===== src/rtl/exe_pkg.sv =====
package exe_pkg;
  localparam int unsigned CODE_W = 4;

  localparam logic [CODE_W-1:0] IC_HALT    = 4'd0;
  localparam logic [CODE_W-1:0] IC_NOP     = 4'd1;
  localparam logic [CODE_W-1:0] IC_MOVE_RR = 4'd2;
  localparam logic [CODE_W-1:0] IC_MOVE_IR = 4'd3;
  localparam logic [CODE_W-1:0] IC_STORE   = 4'd4;
  localparam logic [CODE_W-1:0] IC_LOAD    = 4'd5;
  localparam logic [CODE_W-1:0] IC_ARITH   = 4'd6;
  localparam logic [CODE_W-1:0] IC_JUMP    = 4'd7;
  localparam logic [CODE_W-1:0] IC_CALL    = 4'd8;
  localparam logic [CODE_W-1:0] IC_RET     = 4'd9;
  localparam logic [CODE_W-1:0] IC_PUSH    = 4'd10;
  localparam logic [CODE_W-1:0] IC_POP     = 4'd11;

  typedef enum logic [1:0] {
    ALU_ADD = 2'd0,
    ALU_SUB = 2'd1,
    ALU_AND = 2'd2,
    ALU_XOR = 2'd3
  } alu_fn_e;

  typedef struct packed {
    logic zf;
    logic sf;
    logic of;
  } flags_t;

  localparam flags_t FLAGS_RESET = '{zf: 1'b1, sf: 1'b0, of: 1'b0};

  // Branch condition table, indexed by the jump function code.
  function automatic logic cond_met(input logic [CODE_W-1:0] fn, input flags_t f);
    logic lt;
    lt = f.sf ^ f.of;
    case (fn)
      4'd0:    cond_met = 1'b1;
      4'd1:    cond_met = lt | f.zf;
      4'd2:    cond_met = lt;
      4'd3:    cond_met = f.zf;
      4'd4:    cond_met = ~f.zf;
      4'd5:    cond_met = ~lt;
      4'd6:    cond_met = ~lt & ~f.zf;
      default: cond_met = 1'b0;
    endcase
  endfunction
endpackage


===== src/rtl/exe_opsel.sv =====
module exe_opsel
  import exe_pkg::*;
#(
  parameter int unsigned DATA_W     = 32,
  parameter int unsigned STACK_STEP = 4
) (
  input  logic [CODE_W-1:0] icode,
  input  logic [CODE_W-1:0] ifun,
  input  logic [DATA_W-1:0] val_a,
  input  logic [DATA_W-1:0] val_b,
  input  logic [DATA_W-1:0] val_c,
  output logic [DATA_W-1:0] op_a,
  output logic [DATA_W-1:0] op_b,
  output alu_fn_e           alu_fn,
  output logic              is_arith
);
  localparam logic [DATA_W-1:0] STEP_UP = DATA_W'(STACK_STEP);
  localparam logic [DATA_W-1:0] STEP_DN = '0 - STEP_UP;

  assign is_arith = (icode == IC_ARITH);

  always_comb begin
    op_a = '0;
    op_b = '0;
    case (icode)
      IC_MOVE_RR:          op_a = val_a;
      IC_ARITH:            begin op_a = val_a;   op_b = val_b; end
      IC_MOVE_IR:          op_a = val_c;
      IC_STORE, IC_LOAD:   begin op_a = val_c;   op_b = val_b; end
      IC_CALL, IC_PUSH:    begin op_a = STEP_DN; op_b = val_b; end
      IC_RET, IC_POP:      begin op_a = STEP_UP; op_b = val_b; end
      default:             begin op_a = '0;      op_b = '0;    end
    endcase
  end

  always_comb begin
    alu_fn = ALU_ADD;
    if (is_arith && (ifun < 4'd4)) alu_fn = alu_fn_e'(ifun[1:0]);
  end
endmodule


===== src/rtl/exe_alu.sv =====
module exe_alu
  import exe_pkg::*;
#(
  parameter int unsigned DATA_W = 32
) (
  input  logic [DATA_W-1:0] op_a,
  input  logic [DATA_W-1:0] op_b,
  input  alu_fn_e           alu_fn,
  output logic [DATA_W-1:0] result,
  output flags_t            flags_new
);
  localparam int unsigned MSB = DATA_W - 1;

  function automatic logic [DATA_W-1:0] alu_calc(input alu_fn_e fn,
                                                  input logic [DATA_W-1:0] a,
                                                  input logic [DATA_W-1:0] b);
    case (fn)
      ALU_SUB: alu_calc = b - a;
      ALU_AND: alu_calc = b & a;
      ALU_XOR: alu_calc = b ^ a;
      default: alu_calc = b + a;
    endcase
  endfunction

  function automatic logic ovf_calc(input alu_fn_e fn, input logic sa, input logic sb,
                                    input logic sr);
    case (fn)
      ALU_ADD: ovf_calc = (sa == sb) && (sr != sb);
      ALU_SUB: ovf_calc = (sa != sb) && (sr != sb);
      default: ovf_calc = 1'b0;
    endcase
  endfunction

  assign result       = alu_calc(alu_fn, op_a, op_b);
  assign flags_new.zf = (result == '0);
  assign flags_new.sf = result[MSB];
  assign flags_new.of = ovf_calc(alu_fn, op_a[MSB], op_b[MSB], result[MSB]);
endmodule


===== src/rtl/exe_flags.sv =====
module exe_flags
  import exe_pkg::*;
#(
  parameter int unsigned DATA_W = 32
) (
  input  logic              clk,
  input  logic              rst_n,
  input  logic              load_en,
  input  flags_t            flags_new,
  input  logic [DATA_W-1:0] result,
  input  logic [CODE_W-1:0] icode,
  input  logic [CODE_W-1:0] ifun,
  output logic              take_branch
);
  flags_t flags_q;
  logic   is_jump;

  always_ff @(posedge clk or negedge rst_n) begin
    if (!rst_n)       flags_q <= FLAGS_RESET;
    else if (load_en) flags_q <= flags_new;
  end

  assign is_jump     = (icode == IC_JUMP);
  assign take_branch = is_jump && cond_met(ifun, flags_q);

  assert_cc_hold_R5: assert property (@(posedge clk) disable iff (!rst_n)
    !load_en |=> $stable(flags_q));

  assert_zf_capture_R6: assert property (@(posedge clk) disable iff (!rst_n)
    load_en |=> (flags_q.zf == ($past(result) == '0)));

  assert_logic_of_clear_R6: assert property (@(posedge clk) disable iff (!rst_n)
    (load_en && (ifun == 4'd2 || ifun == 4'd3)) |=> !flags_q.of);

  assert_uncond_jump_R8: assert property (@(posedge clk) disable iff (!rst_n)
    (is_jump && ifun == 4'd0) |-> take_branch);

  assert_no_branch_R9: assert property (@(posedge clk) disable iff (!rst_n)
    !is_jump |-> !take_branch);
endmodule


===== src/rtl/exe_stage.sv =====
module exe_stage
  import exe_pkg::*;
#(
  parameter int unsigned DATA_W     = 32,
  parameter int unsigned STACK_STEP = 4
) (
  input  logic              clk,
  input  logic              rst_n,
  input  logic [3:0]        icode,
  input  logic [3:0]        ifun,
  input  logic [DATA_W-1:0] val_a,
  input  logic [DATA_W-1:0] val_b,
  input  logic [DATA_W-1:0] val_c,
  output logic [DATA_W-1:0] val_e,
  output logic              take_branch
);
  logic [DATA_W-1:0] op_a;
  logic [DATA_W-1:0] op_b;
  alu_fn_e           alu_fn;
  logic              set_cc;
  flags_t            flags_new;

  exe_opsel #(.DATA_W(DATA_W), .STACK_STEP(STACK_STEP)) opsel_i (
    .icode    (icode),
    .ifun     (ifun),
    .val_a    (val_a),
    .val_b    (val_b),
    .val_c    (val_c),
    .op_a     (op_a),
    .op_b     (op_b),
    .alu_fn   (alu_fn),
    .is_arith (set_cc)
  );

  exe_alu #(.DATA_W(DATA_W)) alu_i (
    .op_a      (op_a),
    .op_b      (op_b),
    .alu_fn    (alu_fn),
    .result    (val_e),
    .flags_new (flags_new)
  );

  exe_flags #(.DATA_W(DATA_W)) flags_i (
    .clk         (clk),
    .rst_n       (rst_n),
    .load_en     (set_cc),
    .flags_new   (flags_new),
    .result      (val_e),
    .icode       (icode),
    .ifun        (ifun),
    .take_branch (take_branch)
  );

  assert_nonalu_zero_R9: assert property (@(posedge clk) disable iff (!rst_n)
    (icode == IC_HALT || icode == IC_NOP || icode == IC_JUMP || icode > IC_POP)
      |-> (val_e == '0));
endmodule


===== config.mk =====
export PLATFORM = sky130hd
export DESIGN_NAME = exe_stage
export DESIGN_NICKNAME = d
export VERILOG_FILES = /design/src/rtl/exe_pkg.sv /design/src/rtl/exe_opsel.sv /design/src/rtl/exe_alu.sv /design/src/rtl/exe_flags.sv /design/src/rtl/exe_stage.sv
export SDC_FILE = /design/constraint.sdc
export NUM_CORES = 1
export LEC_CHECK = 0
export ABC_AREA = 1
export ABC_CLOCK_PERIOD_IN_PS = 6200
export BUFFER_PORTS_ARGS = -buffer_cell sky130_fd_sc_hd__clkbuf_2
export CAP_MARGIN = 30
export CORE_MARGIN = 2
export CORE_UTILIZATION = 58
export DETAILED_ROUTE_END_ITERATION = 8
export HOLD_SLACK_MARGIN = 0.05
export PLACE_DENSITY = 0.92
export SYNTH_ARGS = -nofsm -noshare
export SYNTH_HDL_FRONTEND = slang
export SYNTH_SLANG_ARGS = --single-unit

===== constraint.sdc =====
create_clock -name clk -period 6.2 [get_ports clk]
set_clock_uncertainty 0.2 [all_clocks]
set_input_delay 0.31 -clock clk [delete_from_list [all_inputs] [get_ports clk]]
set_output_delay 0.31 -clock clk [all_outputs]
set_load 0.005 [all_outputs]

==> flow_summary.toml <==
[die]
dieWidth_um = 101
dieArea_sq_um = 10100
core_sq_um = 9150
start_util = 0.591
ioPinCount = 139
rows = 35
die_height_um = 101

[route]
drt_iter0_markers = 742
totalWireLength_um = 19100
dr_total_vias = 7276
routedWlPerCell_um = 15.0
vias_per_cell = 5.72
drc = 0
drtAntennaViolNets = 0
dr.pass1.iters = 5

[critical_path]
crit_path_end = "val_e[31]"
worstSetupStartpointType = "input port"
required_ps = 5690
startpoint = "icode[1]"
worst_path_largest_cell_delay_ps = 350
crit_arrival_ps = 4980
cpMostUsedCell = "nand2_1"
path_depth = 30
path_class = "input port to output port"
critPathSlowestCell = "ha_1"
r2r_setup_slack_ps = 5240
crit_buf_inv = 6
reg2reg_to = "flags_i.flags_q[2]"
crit_family = "simple AND/OR/NAND/NOR gates"
reg2regPathDepth = 2
r2r_start = "flags_i.flags_q[2]"
crit_path_max_fanout = 30
end_kind = "output port"

[logic_synthesis]
synth-compound-area-share = 0.121
avgSynthCellArea_sq_um = 5.20
synth_top_area_frac = 0.201
synth.area.top_cells = "nand2_1, ha_1, inv_1, nand3_1, nor2_1"
netlist_area_sq_um = 5410
synth-main-ff-cell = "dfrtp_1"
syn_inst = 1040
synth_xor_area_frac = 0.0454
async_flop_share = 1.00
muxShareOfSynthArea = 0
yosysWarningCount = 0
synth_edf_count = 0
synth_top_family_by_area = "simple AND/OR/NAND/NOR gates"
syn_nets = 1208
synthSimpleGateAreaFrac = 0.521
ys_seq_area_frac = 0.0141
synthAdderAreaFrac = 0.145
synth_seq_cells = 3
yosysTopAreaCell = "nand2_1"
ys_types = 42

[global_route]
grt_max_degree = 35
grtUsageTotal = 0.371
antenna_found_initial = 0
grt_pass1_wl_um = 30300
grt_pass1_vias = 6352
grt.overflow.total = 0

[sta]
fin_crit_sh = 0.886
tns_ps = 0
max_freq_mhz = 182
hold_viol_final = 0
maxSlewViolCount = 0
rsz0062_at_grt = "false"
tightest_slew_ps = 847
setup_viol = 0
slew_headroom = 0.435
timing.hold.ws_ps = 236
min_period_ps = 5490

[place]
placed_area_sq_um = 6110
dp_hpwl_um = 16200
globalplace.congestion = 1.09
portBuffers = 138

[power]
power_frac_seq = 0.034
ir_worst_vdd_mv = 0.103
switching_power_mw = 0.450
power.internal_mw = 0.303
p_leak_nw = 3.95
p_comb_frac = 0.889
switching_share = 0.597
pwr_density_cell_nw_per_um2 = 122
clockPowerShare = 0.076

[outcome]
status = "completed"

[final_layout]
fill_cells = 916
largest_reg_flops = 3
top_regs = "flags_i.flags_q (3)"
final_cell_area_sq_um = 6160
diodes = 0
regMostFlops = "flags_i.flags_q"
fin_nets = 1331
drive_above_1_share = 0.155
synthToLayoutAreaGrowth_pct = 14.1

[clocking]
post_cts_resized = 0
clkTransAtPathRegs_ps = 30
cts_sinks = 3
cts_hold_buffers = 1
ctsRootBufferMaster = "clkbuf_8"
post-cts-setup-buffer-count = 0
clock_tree.buffer_depth = 2
clock_latency_ps = 220
htreeDepth = 1
tritoncts = "yes"
cts_inserted_buffers = 3

[worst_hold_path]
hp-class = "input port to async pin"

[run]
drv_cap = 0
-- power groups by stage --
stage	clock network, mW	logic (mW)	registers [mW]
6_report	0.0576	0.669	0.0257
5_1_grt	0.0608	0.737	0.0257
4_1_cts	0.0571	0.649	0.0255
3_5_place_dp	0	0.643	0.0255
3_3_place_gp	0	0.635	0.0253
2_1_floorplan	0	0.431	0.0249
-- per-layer routing --
metal | global-route usage | vias to the layer above | part of all wire
li1 | - | 3595 | -
met1 | 0.528 | 3228 | 0.43
met2 | 0.607 | 391 | 0.44
met3 | 0.0312 | 62 | 0.097
met4 | 0.0917 | 0 | 0.029
met5 | 0 | - | 0
-- synthesized netlist by cell type (8+ instances only) --
library cell    n
nor3_1         12
nor2_1        141
nand4_1        21
ha_1           61
xor2_1         20
nand3b_1       17
nand3_2        10
o21ai_0        19
nand3_1       123
nand2_1       289
a22oi_1        20
inv_1         175
a21oi_1        45
xnor2_1         8
-- cell families after synthesis --
family,Yosys count
and+or+nand+nor,634
buffers and inverters,204
AOI/OAI and AO/OA,109
adders and majority gates,62
xor gates and xnor gates,28
DFF,3
-- cell type report --
cell class	instances	area (sq um)	area share
inverters	179	672	0.109
multi-input cells	833	4500	0.730
well taps	111	139	0.0225
flip-flops and latches	3	76.3	0.0124
clock buffers	4	45.0	0.00731
repair buffers	143	731	0.119
-- stage by stage --
step           setup slack, ps  total power [mW]  cells  utilization
4_1_cts                    885             0.731   1273        0.674
5_1_grt                    230             0.824   1273        0.674
2_1_floorplan             2190             0.456   1040            -
3_3_place_gp               918             0.660   1268        0.668
3_5_place_dp               922             0.669   1268        0.668
6_report                   707             0.753   1273        0.674
-- cells in the final DEF (no fill, tap or decap), types with 2 or more instances in the layout --
cell      count
nand2_1     289
inv_1       175
nor2_1      141
clkbuf_2    138
nand3_1     123
ha_1         61
a21oi_1      44
nand4_1      21
xor2_1       20
a22oi_1      20
o21ai_0      19
nand3b_1     17
nor3_1       12
nand3_2      10
xnor2_1       8
nand2_2       7
a21o_1        5
o21ai_1       4
o21bai_1      4
buf_4         4
inv_2         3
nor2_2        3
nor2_4        3
or2_2         3
clkbuf_8      3
nor3_2        2
nor4_1        2
o21a_1        2
a21boi_0      2
o211ai_1      2
a31oi_1       2
dfrtp_1       2
-- how the worst min path moves through the flow --
stage	endpoint	slack [ps]	start	cells after the start
finish	flags_i.flags_q[1]	240	rst_n	2
global route	flags_i.flags_q[0]	240	rst_n	2
global placement	flags_i.flags_q[0]	-80	rst_n	1
detailed placement	flags_i.flags_q[1]	-90	rst_n	1
floorplan	flags_i.flags_q[0]	-190	rst_n	0
CTS	flags_i.flags_q[0]	230	rst_n	2
No activity file was read; power rests on OpenSTA's default activity.
